<file path="src/rtl/lpm_pkg.sv">
package lpm_pkg;
  localparam int unsigned DEF_KEY_W   = 32;
  localparam int unsigned DEF_ENTRIES = 16;
  localparam int unsigned DEF_PORT_W  = 4;
  localparam int unsigned DEF_MAC_W   = 48;
  localparam int unsigned DEF_BKT_W   = 4;
endpackage

</file>
<file path="src/rtl/lpm_entry_store.sv">
module lpm_entry_store #(
  parameter int unsigned ENTRIES = 16,
  parameter int unsigned KEY_W   = 32,
  parameter int unsigned PORT_W  = 4,
  parameter int unsigned MAC_W   = 48,
  parameter int unsigned BKT_W   = 4,
  parameter int unsigned IDX_W   = $clog2(ENTRIES),
  parameter int unsigned LEN_W   = $clog2(KEY_W + 1)
) (
  input  logic              clk,
  input  logic              rst_n,
  input  logic              we,
  input  logic [IDX_W-1:0]  widx,
  input  logic [KEY_W-1:0]  wvalue,
  input  logic [KEY_W-1:0]  wmask,
  input  logic              wvalid,
  input  logic [PORT_W-1:0] wport,
  input  logic [MAC_W-1:0]  wmac,
  input  logic [BKT_W-1:0]  wbkt,
  input  logic [IDX_W-1:0]  scan_idx,
  output logic              ent_valid,
  output logic [KEY_W-1:0]  ent_value,
  output logic [KEY_W-1:0]  ent_mask,
  output logic [LEN_W-1:0]  ent_len,
  input  logic [IDX_W-1:0]  res_idx,
  output logic [PORT_W-1:0] res_port,
  output logic [MAC_W-1:0]  res_mac,
  output logic [BKT_W-1:0]  res_bkt
);
  logic              vld_q [ENTRIES];
  logic [KEY_W-1:0]  val_q [ENTRIES];
  logic [KEY_W-1:0]  msk_q [ENTRIES];
  logic [LEN_W-1:0]  len_q [ENTRIES];
  logic [PORT_W-1:0] prt_q [ENTRIES];
  logic [MAC_W-1:0]  mac_q [ENTRIES];
  logic [BKT_W-1:0]  bkt_q [ENTRIES];
  logic [LEN_W-1:0]  wlen;

  // prefix length counted once at write time
  always_comb begin
    wlen = '0;
    for (int b = 0; b < int'(KEY_W); b++) wlen = wlen + LEN_W'(wmask[b]);
  end

  for (genvar g = 0; g < int'(ENTRIES); g++) begin : g_slot
    logic slot_en;
    assign slot_en = we && (widx == IDX_W'(g));
    always_ff @(posedge clk or negedge rst_n) begin
      if (!rst_n) begin
        vld_q[g] <= 1'b0;
        val_q[g] <= '0;
        msk_q[g] <= '0;
        len_q[g] <= '0;
        prt_q[g] <= '0;
        mac_q[g] <= '0;
        bkt_q[g] <= '0;
      end else if (slot_en) begin
        vld_q[g] <= wvalid;
        val_q[g] <= wvalue;
        msk_q[g] <= wmask;
        len_q[g] <= wlen;
        prt_q[g] <= wport;
        mac_q[g] <= wmac;
        bkt_q[g] <= wbkt;
      end
    end
  end

  assign ent_valid = vld_q[scan_idx];
  assign ent_value = val_q[scan_idx];
  assign ent_mask  = msk_q[scan_idx];
  assign ent_len   = len_q[scan_idx];
  assign res_port  = prt_q[res_idx];
  assign res_mac   = mac_q[res_idx];
  assign res_bkt   = bkt_q[res_idx];
endmodule

</file>
<file path="src/rtl/lpm_match_unit.sv">
module lpm_match_unit #(
  parameter int unsigned KEY_W = 32,
  parameter int unsigned IDX_W = 4,
  parameter int unsigned LEN_W = 6
) (
  input  logic [KEY_W-1:0] key,
  input  logic [IDX_W-1:0] cur_idx,
  input  logic             ent_valid,
  input  logic [KEY_W-1:0] ent_value,
  input  logic [KEY_W-1:0] ent_mask,
  input  logic [LEN_W-1:0] ent_len,
  input  logic             best_v,
  input  logic [LEN_W-1:0] best_len,
  input  logic [IDX_W-1:0] best_idx,
  output logic             nxt_v,
  output logic [LEN_W-1:0] nxt_len,
  output logic [IDX_W-1:0] nxt_idx
);
  logic hit, take;
  assign hit  = ent_valid && (((key ^ ent_value) & ent_mask) == '0);
  // strict compare keeps the earlier (lower) index on equal length
  assign take = hit && (!best_v || (ent_len > best_len));

  always_comb begin
    nxt_v   = best_v;
    nxt_len = best_len;
    nxt_idx = best_idx;
    if (take) begin
      nxt_v   = 1'b1;
      nxt_len = ent_len;
      nxt_idx = cur_idx;
    end
  end
endmodule

</file>
<file path="src/rtl/lpm_write_hold.sv">
module lpm_write_hold #(
  parameter int unsigned WR_W = 8
) (
  input  logic            clk,
  input  logic            rst_n,
  input  logic            busy,
  input  logic            in_we,
  input  logic [WR_W-1:0] in_data,
  output logic            st_we,
  output logic [WR_W-1:0] st_data
);
  logic            hold_v_q, hold_v_d;
  logic [WR_W-1:0] hold_q, hold_d;
  logic            hold_en;

  always_comb begin
    st_we    = 1'b0;
    st_data  = in_data;
    hold_v_d = hold_v_q;
    hold_d   = in_data;
    hold_en  = 1'b0;
    if (busy) begin
      if (in_we) begin
        hold_v_d = 1'b1;
        hold_en  = 1'b1;
      end
    end else if (hold_v_q) begin
      st_we    = 1'b1;
      st_data  = hold_q;
      hold_v_d = in_we;
      hold_en  = in_we;
    end else begin
      st_we = in_we;
    end
  end

  always_ff @(posedge clk or negedge rst_n) begin
    if (!rst_n) begin
      hold_v_q <= 1'b0;
      hold_q   <= '0;
    end else begin
      hold_v_q <= hold_v_d;
      if (hold_en) hold_q <= hold_d;
    end
  end
endmodule

</file>
<file path="src/rtl/prefix_lookup_engine.sv">
module prefix_lookup_engine
  import lpm_pkg::*;
#(
  parameter int unsigned KEY_W   = DEF_KEY_W,
  parameter int unsigned ENTRIES = DEF_ENTRIES,
  parameter int unsigned PORT_W  = DEF_PORT_W,
  parameter int unsigned MAC_W   = DEF_MAC_W,
  parameter int unsigned BKT_W   = DEF_BKT_W,
  parameter int unsigned IDX_W   = $clog2(ENTRIES)
) (
  input  logic              clk,
  input  logic              rst_n,
  input  logic              lk_req,
  input  logic [KEY_W-1:0]  lk_key,
  output logic              lk_busy,
  output logic              lk_done,
  output logic              lk_miss,
  output logic [IDX_W-1:0]  lk_index,
  output logic [PORT_W-1:0] lk_ports,
  output logic [MAC_W-1:0]  lk_mac,
  output logic [BKT_W-1:0]  lk_bucket,
  input  logic              pg_we,
  input  logic [IDX_W-1:0]  pg_index,
  input  logic [KEY_W-1:0]  pg_value,
  input  logic [KEY_W-1:0]  pg_mask,
  input  logic              pg_valid,
  input  logic [PORT_W-1:0] pg_ports,
  input  logic [MAC_W-1:0]  pg_mac,
  input  logic [BKT_W-1:0]  pg_bucket
);
  localparam int unsigned LEN_W = $clog2(KEY_W + 1);
  localparam int unsigned WR_W  = IDX_W + 2*KEY_W + 1 + PORT_W + MAC_W + BKT_W;
  localparam logic [IDX_W-1:0] LAST_IDX = IDX_W'(ENTRIES - 1);

  // scan state
  logic              busy_q, busy_d;
  logic [IDX_W-1:0]  idx_q, idx_d;
  logic [KEY_W-1:0]  key_q, key_d;
  logic              bv_q, bv_d;
  logic [LEN_W-1:0]  bl_q, bl_d;
  logic [IDX_W-1:0]  bi_q, bi_d;
  // result registers
  logic              done_d, miss_d, res_en;
  logic [IDX_W-1:0]  index_d;
  logic [PORT_W-1:0] ports_d;
  logic [MAC_W-1:0]  mac_d;
  logic [BKT_W-1:0]  bkt_d;

  // table write path
  logic [WR_W-1:0]   pg_bundle, st_bundle;
  logic              st_we, s_valid;
  logic [IDX_W-1:0]  s_idx;
  logic [KEY_W-1:0]  s_value, s_mask;
  logic [PORT_W-1:0] s_port;
  logic [MAC_W-1:0]  s_mac;
  logic [BKT_W-1:0]  s_bkt;

  logic              e_valid, n_v;
  logic [KEY_W-1:0]  e_value, e_mask;
  logic [LEN_W-1:0]  e_len, n_len;
  logic [IDX_W-1:0]  n_idx;
  logic [PORT_W-1:0] a_port;
  logic [MAC_W-1:0]  a_mac;
  logic [BKT_W-1:0]  a_bkt;
  logic              last;

  assign pg_bundle = {pg_index, pg_value, pg_mask, pg_valid, pg_ports, pg_mac, pg_bucket};
  assign {s_idx, s_value, s_mask, s_valid, s_port, s_mac, s_bkt} = st_bundle;

  lpm_write_hold #(.WR_W(WR_W)) u_hold (
    .clk(clk), .rst_n(rst_n), .busy(busy_q),
    .in_we(pg_we), .in_data(pg_bundle),
    .st_we(st_we), .st_data(st_bundle)
  );

  lpm_entry_store #(
    .ENTRIES(ENTRIES), .KEY_W(KEY_W), .PORT_W(PORT_W), .MAC_W(MAC_W),
    .BKT_W(BKT_W), .IDX_W(IDX_W), .LEN_W(LEN_W)
  ) u_store (
    .clk(clk), .rst_n(rst_n), .we(st_we), .widx(s_idx),
    .wvalue(s_value), .wmask(s_mask), .wvalid(s_valid),
    .wport(s_port), .wmac(s_mac), .wbkt(s_bkt),
    .scan_idx(idx_q), .ent_valid(e_valid), .ent_value(e_value),
    .ent_mask(e_mask), .ent_len(e_len),
    .res_idx(n_idx), .res_port(a_port), .res_mac(a_mac), .res_bkt(a_bkt)
  );

  lpm_match_unit #(.KEY_W(KEY_W), .IDX_W(IDX_W), .LEN_W(LEN_W)) u_match (
    .key(key_q), .cur_idx(idx_q), .ent_valid(e_valid), .ent_value(e_value),
    .ent_mask(e_mask), .ent_len(e_len), .best_v(bv_q), .best_len(bl_q),
    .best_idx(bi_q), .nxt_v(n_v), .nxt_len(n_len), .nxt_idx(n_idx)
  );

  assign last = busy_q && (idx_q == LAST_IDX);

  always_comb begin
    busy_d  = busy_q;
    idx_d   = idx_q;
    key_d   = key_q;
    bv_d    = bv_q;
    bl_d    = bl_q;
    bi_d    = bi_q;
    done_d  = 1'b0;
    res_en  = 1'b0;
    miss_d  = 1'b1;
    index_d = '0;
    ports_d = '0;
    mac_d   = '0;
    bkt_d   = '0;
    if (busy_q) begin
      bv_d  = n_v;
      bl_d  = n_len;
      bi_d  = n_idx;
      idx_d = idx_q + 1'b1;
      if (last) begin
        busy_d = 1'b0;
        done_d = 1'b1;
        res_en = 1'b1;
        if (n_v) begin
          miss_d  = 1'b0;
          index_d = n_idx;
          ports_d = a_port;
          mac_d   = a_mac;
          bkt_d   = a_bkt;
        end
      end
    end else if (lk_req) begin
      busy_d = 1'b1;
      idx_d  = '0;
      key_d  = lk_key;
      bv_d   = 1'b0;
      bl_d   = '0;
      bi_d   = '0;
    end
  end

  always_ff @(posedge clk or negedge rst_n) begin
    if (!rst_n) begin
      busy_q    <= 1'b0;
      idx_q     <= '0;
      key_q     <= '0;
      bv_q      <= 1'b0;
      bl_q      <= '0;
      bi_q      <= '0;
      lk_done   <= 1'b0;
      lk_miss   <= 1'b0;
      lk_index  <= '0;
      lk_ports  <= '0;
      lk_mac    <= '0;
      lk_bucket <= '0;
    end else begin
      busy_q  <= busy_d;
      idx_q   <= idx_d;
      key_q   <= key_d;
      bv_q    <= bv_d;
      bl_q    <= bl_d;
      bi_q    <= bi_d;
      lk_done <= done_d;
      if (res_en) begin
        lk_miss   <= miss_d;
        lk_index  <= index_d;
        lk_ports  <= ports_d;
        lk_mac    <= mac_d;
        lk_bucket <= bkt_d;
      end
    end
  end

  assign lk_busy = busy_q;
endmodule

</file>
<file path="config.mk">
export PLATFORM = sky130hd
export DESIGN_NAME = prefix_lookup_engine
export DESIGN_NICKNAME = d
export VERILOG_FILES = /design/src/rtl/lpm_pkg.sv /design/src/rtl/lpm_entry_store.sv /design/src/rtl/lpm_match_unit.sv /design/src/rtl/lpm_write_hold.sv /design/src/rtl/prefix_lookup_engine.sv
export SDC_FILE = /design/constraint.sdc
export NUM_CORES = 2
export LEC_CHECK = 0
export BUFFER_PORTS_ARGS = -buffer_cell sky130_fd_sc_hd__buf_4
export CAP_MARGIN = 20
export CORE_ASPECT_RATIO = 0.5
export CORE_MARGIN = 1
export CORE_UTILIZATION = 45
export DETAILED_ROUTE_END_ITERATION = 8
export GPL_ROUTABILITY_DRIVEN = 1
export PLACE_DENSITY = 0.68
export SYNTH_ARGS = -nofsm -noshare
export SYNTH_HDL_FRONTEND = slang
export SYNTH_HIERARCHICAL = 1
export SYNTH_SLANG_ARGS = --single-unit
</file>
<file path="constraint.sdc">
create_clock -name clk -period 18.3 [get_ports clk]
set_input_delay 3.66 -clock clk [delete_from_list [all_inputs] [get_ports clk]]
set_output_delay 3.66 -clock clk [all_outputs]
set_load 0.02 [all_outputs]
</file>
Yosys cells after proc, flatten, opt, wreduce, memory -nomap -nowiden
Cells that the tools add are included.

Equal/unequal tests: 18. Bitwise operators: 5. Add/sub/neg operators: 32. Magnitude comparators: 3. Reductions and logical operators: 26. Muxes and demuxes: 60.

Operator list (number): binary-select mux 32 bit (select 4 bit) (2); two-way mux 125 bit (2); two-way mux 48 bit (5); binary-select mux 48 bit (select 4 bit) (1); adder 6 x 1 -> 6 bit (30); two-way mux 32 bit (4); two-way mux 4 bit (17); equality test 4 bit, second input constant (9); bitwise AND 32 bit (1); binary-select mux 4 bit (select 4 bit) (2); logical NOT 32 bit (1); XOR 32 bit (1); two-way mux 6 bit (5); binary-select mux 6 bit (select 4 bit) (1); two-way mux 1 bit (20); logical AND 1 bit (19); equality test 4 x 3 -> 1 bit, second input constant (4); greater-or-equal comparator 5 bit, second input constant (2); NOT 4 -> 5 bit (2); equality test 4 x 2 -> 1 bit, second input constant (2); > comparator 6 bit (1); adder 4 x 1 -> 4 bit, second input constant (1); binary-select mux 1 bit (select 4 bit) (1); equality test 4 x 1 -> 1 bit, second input constant (1); 9 further kinds (10).

Bits of input ports: 161. Bits in registers: 2268. Word-level logic and storage cells: 270. Output and inout bits: 63.

Logic depth before layout (Yosys ltp)
Depth after elaboration: 33. Mapped depth: 25. Depth with buffers taken out: 19.

Modules after synthesis
Netlist, hierarchy kept.

Modules (own cells, without submodules): lpm_entry_store (seq. area each 50848.8 µm², instances 1, cells an instance 8189, area an instance 90590.6 µm²); lpm_write_hold (seq. area each 3153.0 µm², instances 1, cells an instance 408, area an instance 6416.2 µm²); prefix_lookup_engine (seq. area each 2752.6 µm², instances 1, cells an instance 380, area an instance 4229.1 µm²); lpm_match_unit (seq. area each 0.0 µm², instances 1, cells an instance 92, area an instance 778.2 µm²).

Worst setup path before layout
No wires, ideal clock.

Path type: input to register. Start point: in pg_mask[27]. End point: reg u_store/len_q[40] in the netlist's numbering. Arrival: 8.938 ns. Cell stages on the path: 18. Buffers on the path: 2. Slack: 9.228 ns. Required time: 18.165 ns. Library setup time: 0.135 ns. Path through: mux2_4 inv_1 clkbuf_1 fa_1 fa_1 inv_1 fa_1 inv_1 fa_1 fa_1 fa_1 fa_1 fa_1 nor2b_1 o21a_1 o21a_1 clkbuf_1 o31ai_1.

Cells in the longest elaborated chain, start to end: 7.

RTL lines: from (decl) (RTL line prefix_lookup_engine.sv:25) `input logic [KEY_W-1:0] pg_mask,`; two-way mux 125 bit (RTL line lpm_write_hold.sv:27) `end else if (hold_v_q) begin`; two-way mux 125 bit * (RTL line lpm_write_hold.sv:22) `if (busy) begin`; adder 6 x 1 -> 6 bit * (5 in a row) (RTL line lpm_entry_store.sv:42) `for (int b = 0; b < int'(KEY_W); b++) wlen = wlen + LEN_W'(wmask[b]);`; to (signal, indexed assignment) (RTL line lpm_entry_store.sv:61) `len_q[g] <= wlen;`; to (decl) (RTL line lpm_entry_store.sv:33) `logic [LEN_W-1:0] len_q [ENTRIES];`.

Mark *: on every way between the ends. The rest lies on a longest branch, timed or not. A chain may end at the register's enable or synchronous reset.

Worst setup path in the final report
Start point: reg idx_q[0]. End point: reg lk_mac[18].

Cells in the longest elaborated chain, start to end: 17. Elaborated cells between the ends (all ways): 33. Those cells by class: 1 x order compare; 1 x eq/ne; 22 x mux; 4 x bitwise; 5 x reduce/logical.

RTL lines: from (decl) (RTL line prefix_lookup_engine.sv:37) `logic [IDX_W-1:0] idx_q, idx_d;`; from (signal assigned) (RTL line prefix_lookup_engine.sv:153) `idx_q <= idx_d;`; NOT 4 -> 5 bit (not written as such) (RTL line lpm_entry_store.sv:70) `assign ent_value = val_q[scan_idx];`; binary-select mux 32 bit (select 4 bit) (RTL line lpm_entry_store.sv:70); two-way mux 32 bit (not written as such) (2 in a row) (RTL line lpm_entry_store.sv:70); net e_value[28] (RTL line prefix_lookup_engine.sv:59) `logic [KEY_W-1:0] e_value, e_mask;`; XOR 32 bit (RTL line lpm_match_unit.sv:20) `assign hit = ent_valid && (((key ^ ent_value) & ent_mask) == '0);`; bitwise AND 32 bit (RTL line lpm_match_unit.sv:20); logical NOT 32 bit (RTL line lpm_match_unit.sv:20); logical AND 1 bit (RTL line lpm_match_unit.sv:20); (+2 left out); net n_idx[0] (RTL line prefix_lookup_engine.sv:61) `logic [IDX_W-1:0] n_idx;`; NOT 4 -> 5 bit (not written as such) (RTL line lpm_entry_store.sv:74) `assign res_mac = mac_q[res_idx];`; binary-select mux 48 bit (select 4 bit) (RTL line lpm_entry_store.sv:74); two-way mux 48 bit (not written as such) (2 in a row) (RTL line lpm_entry_store.sv:74); net a_mac[18] (RTL line prefix_lookup_engine.sv:63) `logic [MAC_W-1:0] a_mac;`; two-way mux 48 bit (RTL line prefix_lookup_engine.sv:119) `if (n_v) begin`; two-way mux 48 bit (RTL line prefix_lookup_engine.sv:115) `if (last) begin`; two-way mux 48 bit (RTL line prefix_lookup_engine.sv:110) `if (busy_q) begin`; to (signal assigned) (RTL line prefix_lookup_engine.sv:163) `lk_mac <= mac_d;`; to (decl) (RTL line prefix_lookup_engine.sv:20) `output logic [MAC_W-1:0] lk_mac,`.

The timed path passes the listed nets, and every way through them passes these cells. The select of a mux whose other input is x is not followed.

==> flow_metrics.env <==
export IMPL_drv_slew=0
export IMPL_synthXorXnorAreaFrac_pct=0.283
export IMPL_start_util_pct=45.3
export IMPL_insertion_delay_ps=860
export IMPL_ys_seq_area_share_pct=55.6
export IMPL_clkSinkCount=2268
export IMPL_grt_max_degree=183
export IMPL_vias_per_cell=5.84
export IMPL_die_h_um=339
export IMPL_synth_adder_area_share_pct=0.665
export IMPL_hold_ws_ps=469
export IMPL_ctsHoldBuffers=0
export IMPL_rrSetupSlack_ps=9050
export IMPL_gr_total_overflow=0
export IMPL_rsz0062_at_grt="false"
export IMPL_setup_violations=0
export IMPL_synthesis_area_sq_mm=0.102
export IMPL_synth_distinct_cells=45
export IMPL_ios=224
export IMPL_routed_wl_um=299000
export IMPL_detail_route_antenna_nets=0
export IMPL_p_per_area_mw_per_mm2=183
export IMPL_root_buffer="clkbuf_16"
export IMPL_first_pass_iters=6
export IMPL_min_delay_start="u_store/val_q[415]$_DFFE_PN0P_"
export IMPL_vias=70500
export IMPL_synthFlopType="dfrtp_1"
export IMPL_drtIter0Drc=7363
export IMPL_cts_made_buffers=206
export IMPL_fp_coreArea_sq_mm=0.225
export IMPL_peakVddDrop_mv=0.606
export IMPL_fin_crit_ps=9250
export IMPL_switching_share_pct=36.9
export IMPL_fin_worst_skew_ps=26.7
export IMPL_drc=0
export IMPL_status="completed"
export IMPL_fmax_ghz=0.108
export IMPL_synth_top_family_by_area="multiplexers"
export IMPL_hold_class="flop to flop"
export IMPL_layout_commonest_cell="nand2_1"
export IMPL_dieWidth_um=675
export IMPL_crit_type="flop to flop"
export IMPL_p_comb_share_pct=37.3
export IMPL_power_leakage_uw=0.0557
export IMPL_wl_per_cell_um=24.8
export IMPL_stdcell_area_sq_mm=0.113
export IMPL_gp_congestion=0.798
export IMPL_fin_util_pct=50.1
export IMPL_antenna_found_initial=2
export IMPL_synth_cells=9069
export IMPL_seqPwrFrac_pct=41.1
export IMPL_worstMarginPinSlew_ps=1200
export IMPL_nets=9092
export IMPL_reg2reg_depth=20
export IMPL_drv_cap=0
export IMPL_place_area_sq_mm=0.106
export IMPL_min_path_cells=2
export IMPL_cts_max_path_buffers=3
export IMPL_most_common_layout_cells="nand2_1 (3,668), dfrtp_1 (2,266), mux2_2 (796)"
export IMPL_synth_seq_cells=2268
export IMPL_start_kind="flop"
export IMPL_cts_tree="done"
export IMPL_dp_hpwl_um=158000
export IMPL_synth_compound_area_share_pct=4.77
export IMPL_ys_warnings_count=6
export IMPL_path_clk_slew_ps=70
export IMPL_grt_pass1_wl_um=454000
export IMPL_worstPathRequired_ps=19000
export IMPL_grt_pass1_vias=71200
export IMPL_clkPwrFrac_pct=21.6
export IMPL_synth_edf_count=0
export IMPL_r2r_end="lk_mac[18]$_DFFE_PN0P_"
export IMPL_areaGrowthSynthToFinish_pct=10.4
export IMPL_synth_async_reset_ratio_pct=100
export IMPL_switchingPower_uw=7600
export IMPL_grt_usage_pct=26.1
export IMPL_drive_above_1_share_pct=22.9
export IMPL_dieArea_sq_mm=0.229
export IMPL_finalHoldViolations=0
export IMPL_htreeDepth=4
export IMPL_internal_power_uw=13000
export IMPL_fin_setup_tns_ps=0
export IMPL_rows=123
export IMPL_min_to="u_store/val_q[415]$_DFFE_PN0P_"
export IMPL_endpoint_kind="flop"
export IMPL_port_buffers=223
export IMPL_r2r_start="idx_q[0]$_DFFE_PN0P_"
export IMPL_cts_setup_buffers=0
export IMPL_crit_arrival_ps=9940
export IMPL_synthesis_nets=9269
export IMPL_maxSlewHeadroom_pct=19.8
export IMPL_synthSimpleGateAreaFrac_pct=13.9
export IMPL_crit_fanout=93
export IMPL_synth_mux_area_share_pct=21.2
export IMPL_avgSynthCellArea_sq_um=11.2
export IMPL_cts_resized=0
export IMPL_fin_crit_sh_pct=50.5
## synthesized netlist by cell type, types with 3 or more instances
cell      instances  area [sq um]
mux2_1           30           338
nor2_2            9          56.3
mux4_2          508         11400
nand3_1          11          55.1
a22o_1           12           105
mux2_2          796          8960
fa_1             24           480
a21oi_1           3          15.0
ha_1             15           188
buf_6            23           259
o21a_1            4          30.0
inv_1            53           199
nand2_1        3680         13800
dfrtp_1        2268         56800
buf_8             5          75.1
xor2_1           33           289
nor2_1           10          37.5
nor2b_1          11          68.8
nand4_1           5          31.3
buf_1            35           131
a22oi_1         269          2020
buf_2           220          1100
o31ai_1          32           240
o21ai_0         479          2400
buf_4            34           255
mux2_4           60           901
nand2b_1          4          25.0
clkbuf_1        412          1550
## worst max-delay path: stages, from the launching register on
cell and delay, ps:
dfrtp_4 770, buf_12 600, buf_12 670, buf_4 680, mux4_2 580, a22oi_1 260
nand2_1 140, xor2_1 180, a22oi_1 180, nand2_1 130, nor3_2 590, nand4b_1 170
buf_4 240, mux2_8 820, buf_4 770, buf_4 900, mux4_2 600, a22oi_1 230
nand2_1 90, nand2_1 70, o21ai_0 80
## power by group through the flow
stage               Sequential, uW  Clock [uW]  Combinational, uW
finish                        8470        4460               7690
detailed placement            8510           0               7620
global placement              8420           0               7450
CTS                           8440        4510               7650
global route                  8700        4700               8350
floorplan                     8090           0               5780
## cell type report
cell class	instances	area, sq um
antenna	1	2.50
clock buffer	315	6190
clock inverter	60	734
fill	19400	112000
inverter	53	199
multi-input combinational	6019	42000
sequential	2268	56800
tap	3000	3750
timing repair buffer	344	2980
## kinds of logic (layout without fill, tap and decap cells)
family                     count (synthesis)  after routing
xor gates and xnor gates                  33             33
other                                      0              1
adders and majority gates                 40             40
muxes                                   1395           1395
and+or+nand+nor                         3744           3744
AOI/OAI and AO/OA                        807            807
buffers and inverters                    782            772
DFF                                     2268           2268
## state kept, by name, summed over array words and instances (netlist names), 6 cells and up
signal,flops
u_store/vld_q,16
lk_mac,48
key_q,32
u_store/len_q,96
u_store/bkt_q,64
u_store/msk_q,512
u_store/val_q,512
bl_q,6
u_store/prt_q,64
u_store/mac_q,768
u_hold/hold_q,125
## layer usage
| layer | routed length, um | global-route usage, % |
|---|---|---|
| met3 | 24600 | 4.47 |
| met5 | 8 | 0 |
| met4 | 11800 | 9.62 |
| met1 | 122000 | 35.9 |
| met2 | 141000 | 42.0 |
## through the flow
stage               worst slack, ps  total power, uW  cells
floorplan                      9230            13900   9069
global route                   8250            21800  12100
global placement               8580            15900  11700
CTS                            8820            20600  12100
finish                         9050            20600  12100
detailed placement             8550            16100  11700
## how the worst max path moves through the flow
stage	start	end	slack (ps)	cells past startpoint
floorplan	pg_mask[27]	u_store/len_q[40]$_DFFE_PN0P_	9230	18
CTS	idx_q[0]$_DFFE_PN0P_	lk_mac[18]$_DFFE_PN0P_	8820	20
global placement	pg_mask[29]	u_store/len_q[32]$_DFFE_PN0P_	8580	15
detailed placement	pg_mask[29]	u_store/len_q[80]$_DFFE_PN0P_	8550	15
global route	idx_q[0]$_DFFE_PN0P_	lk_mac[18]$_DFFE_PN0P_	8250	20
finish	idx_q[0]$_DFFE_PN0P_	lk_mac[18]$_DFFE_PN0P_	9050	20
Note: power is estimated with default switching activity, not from simulation.
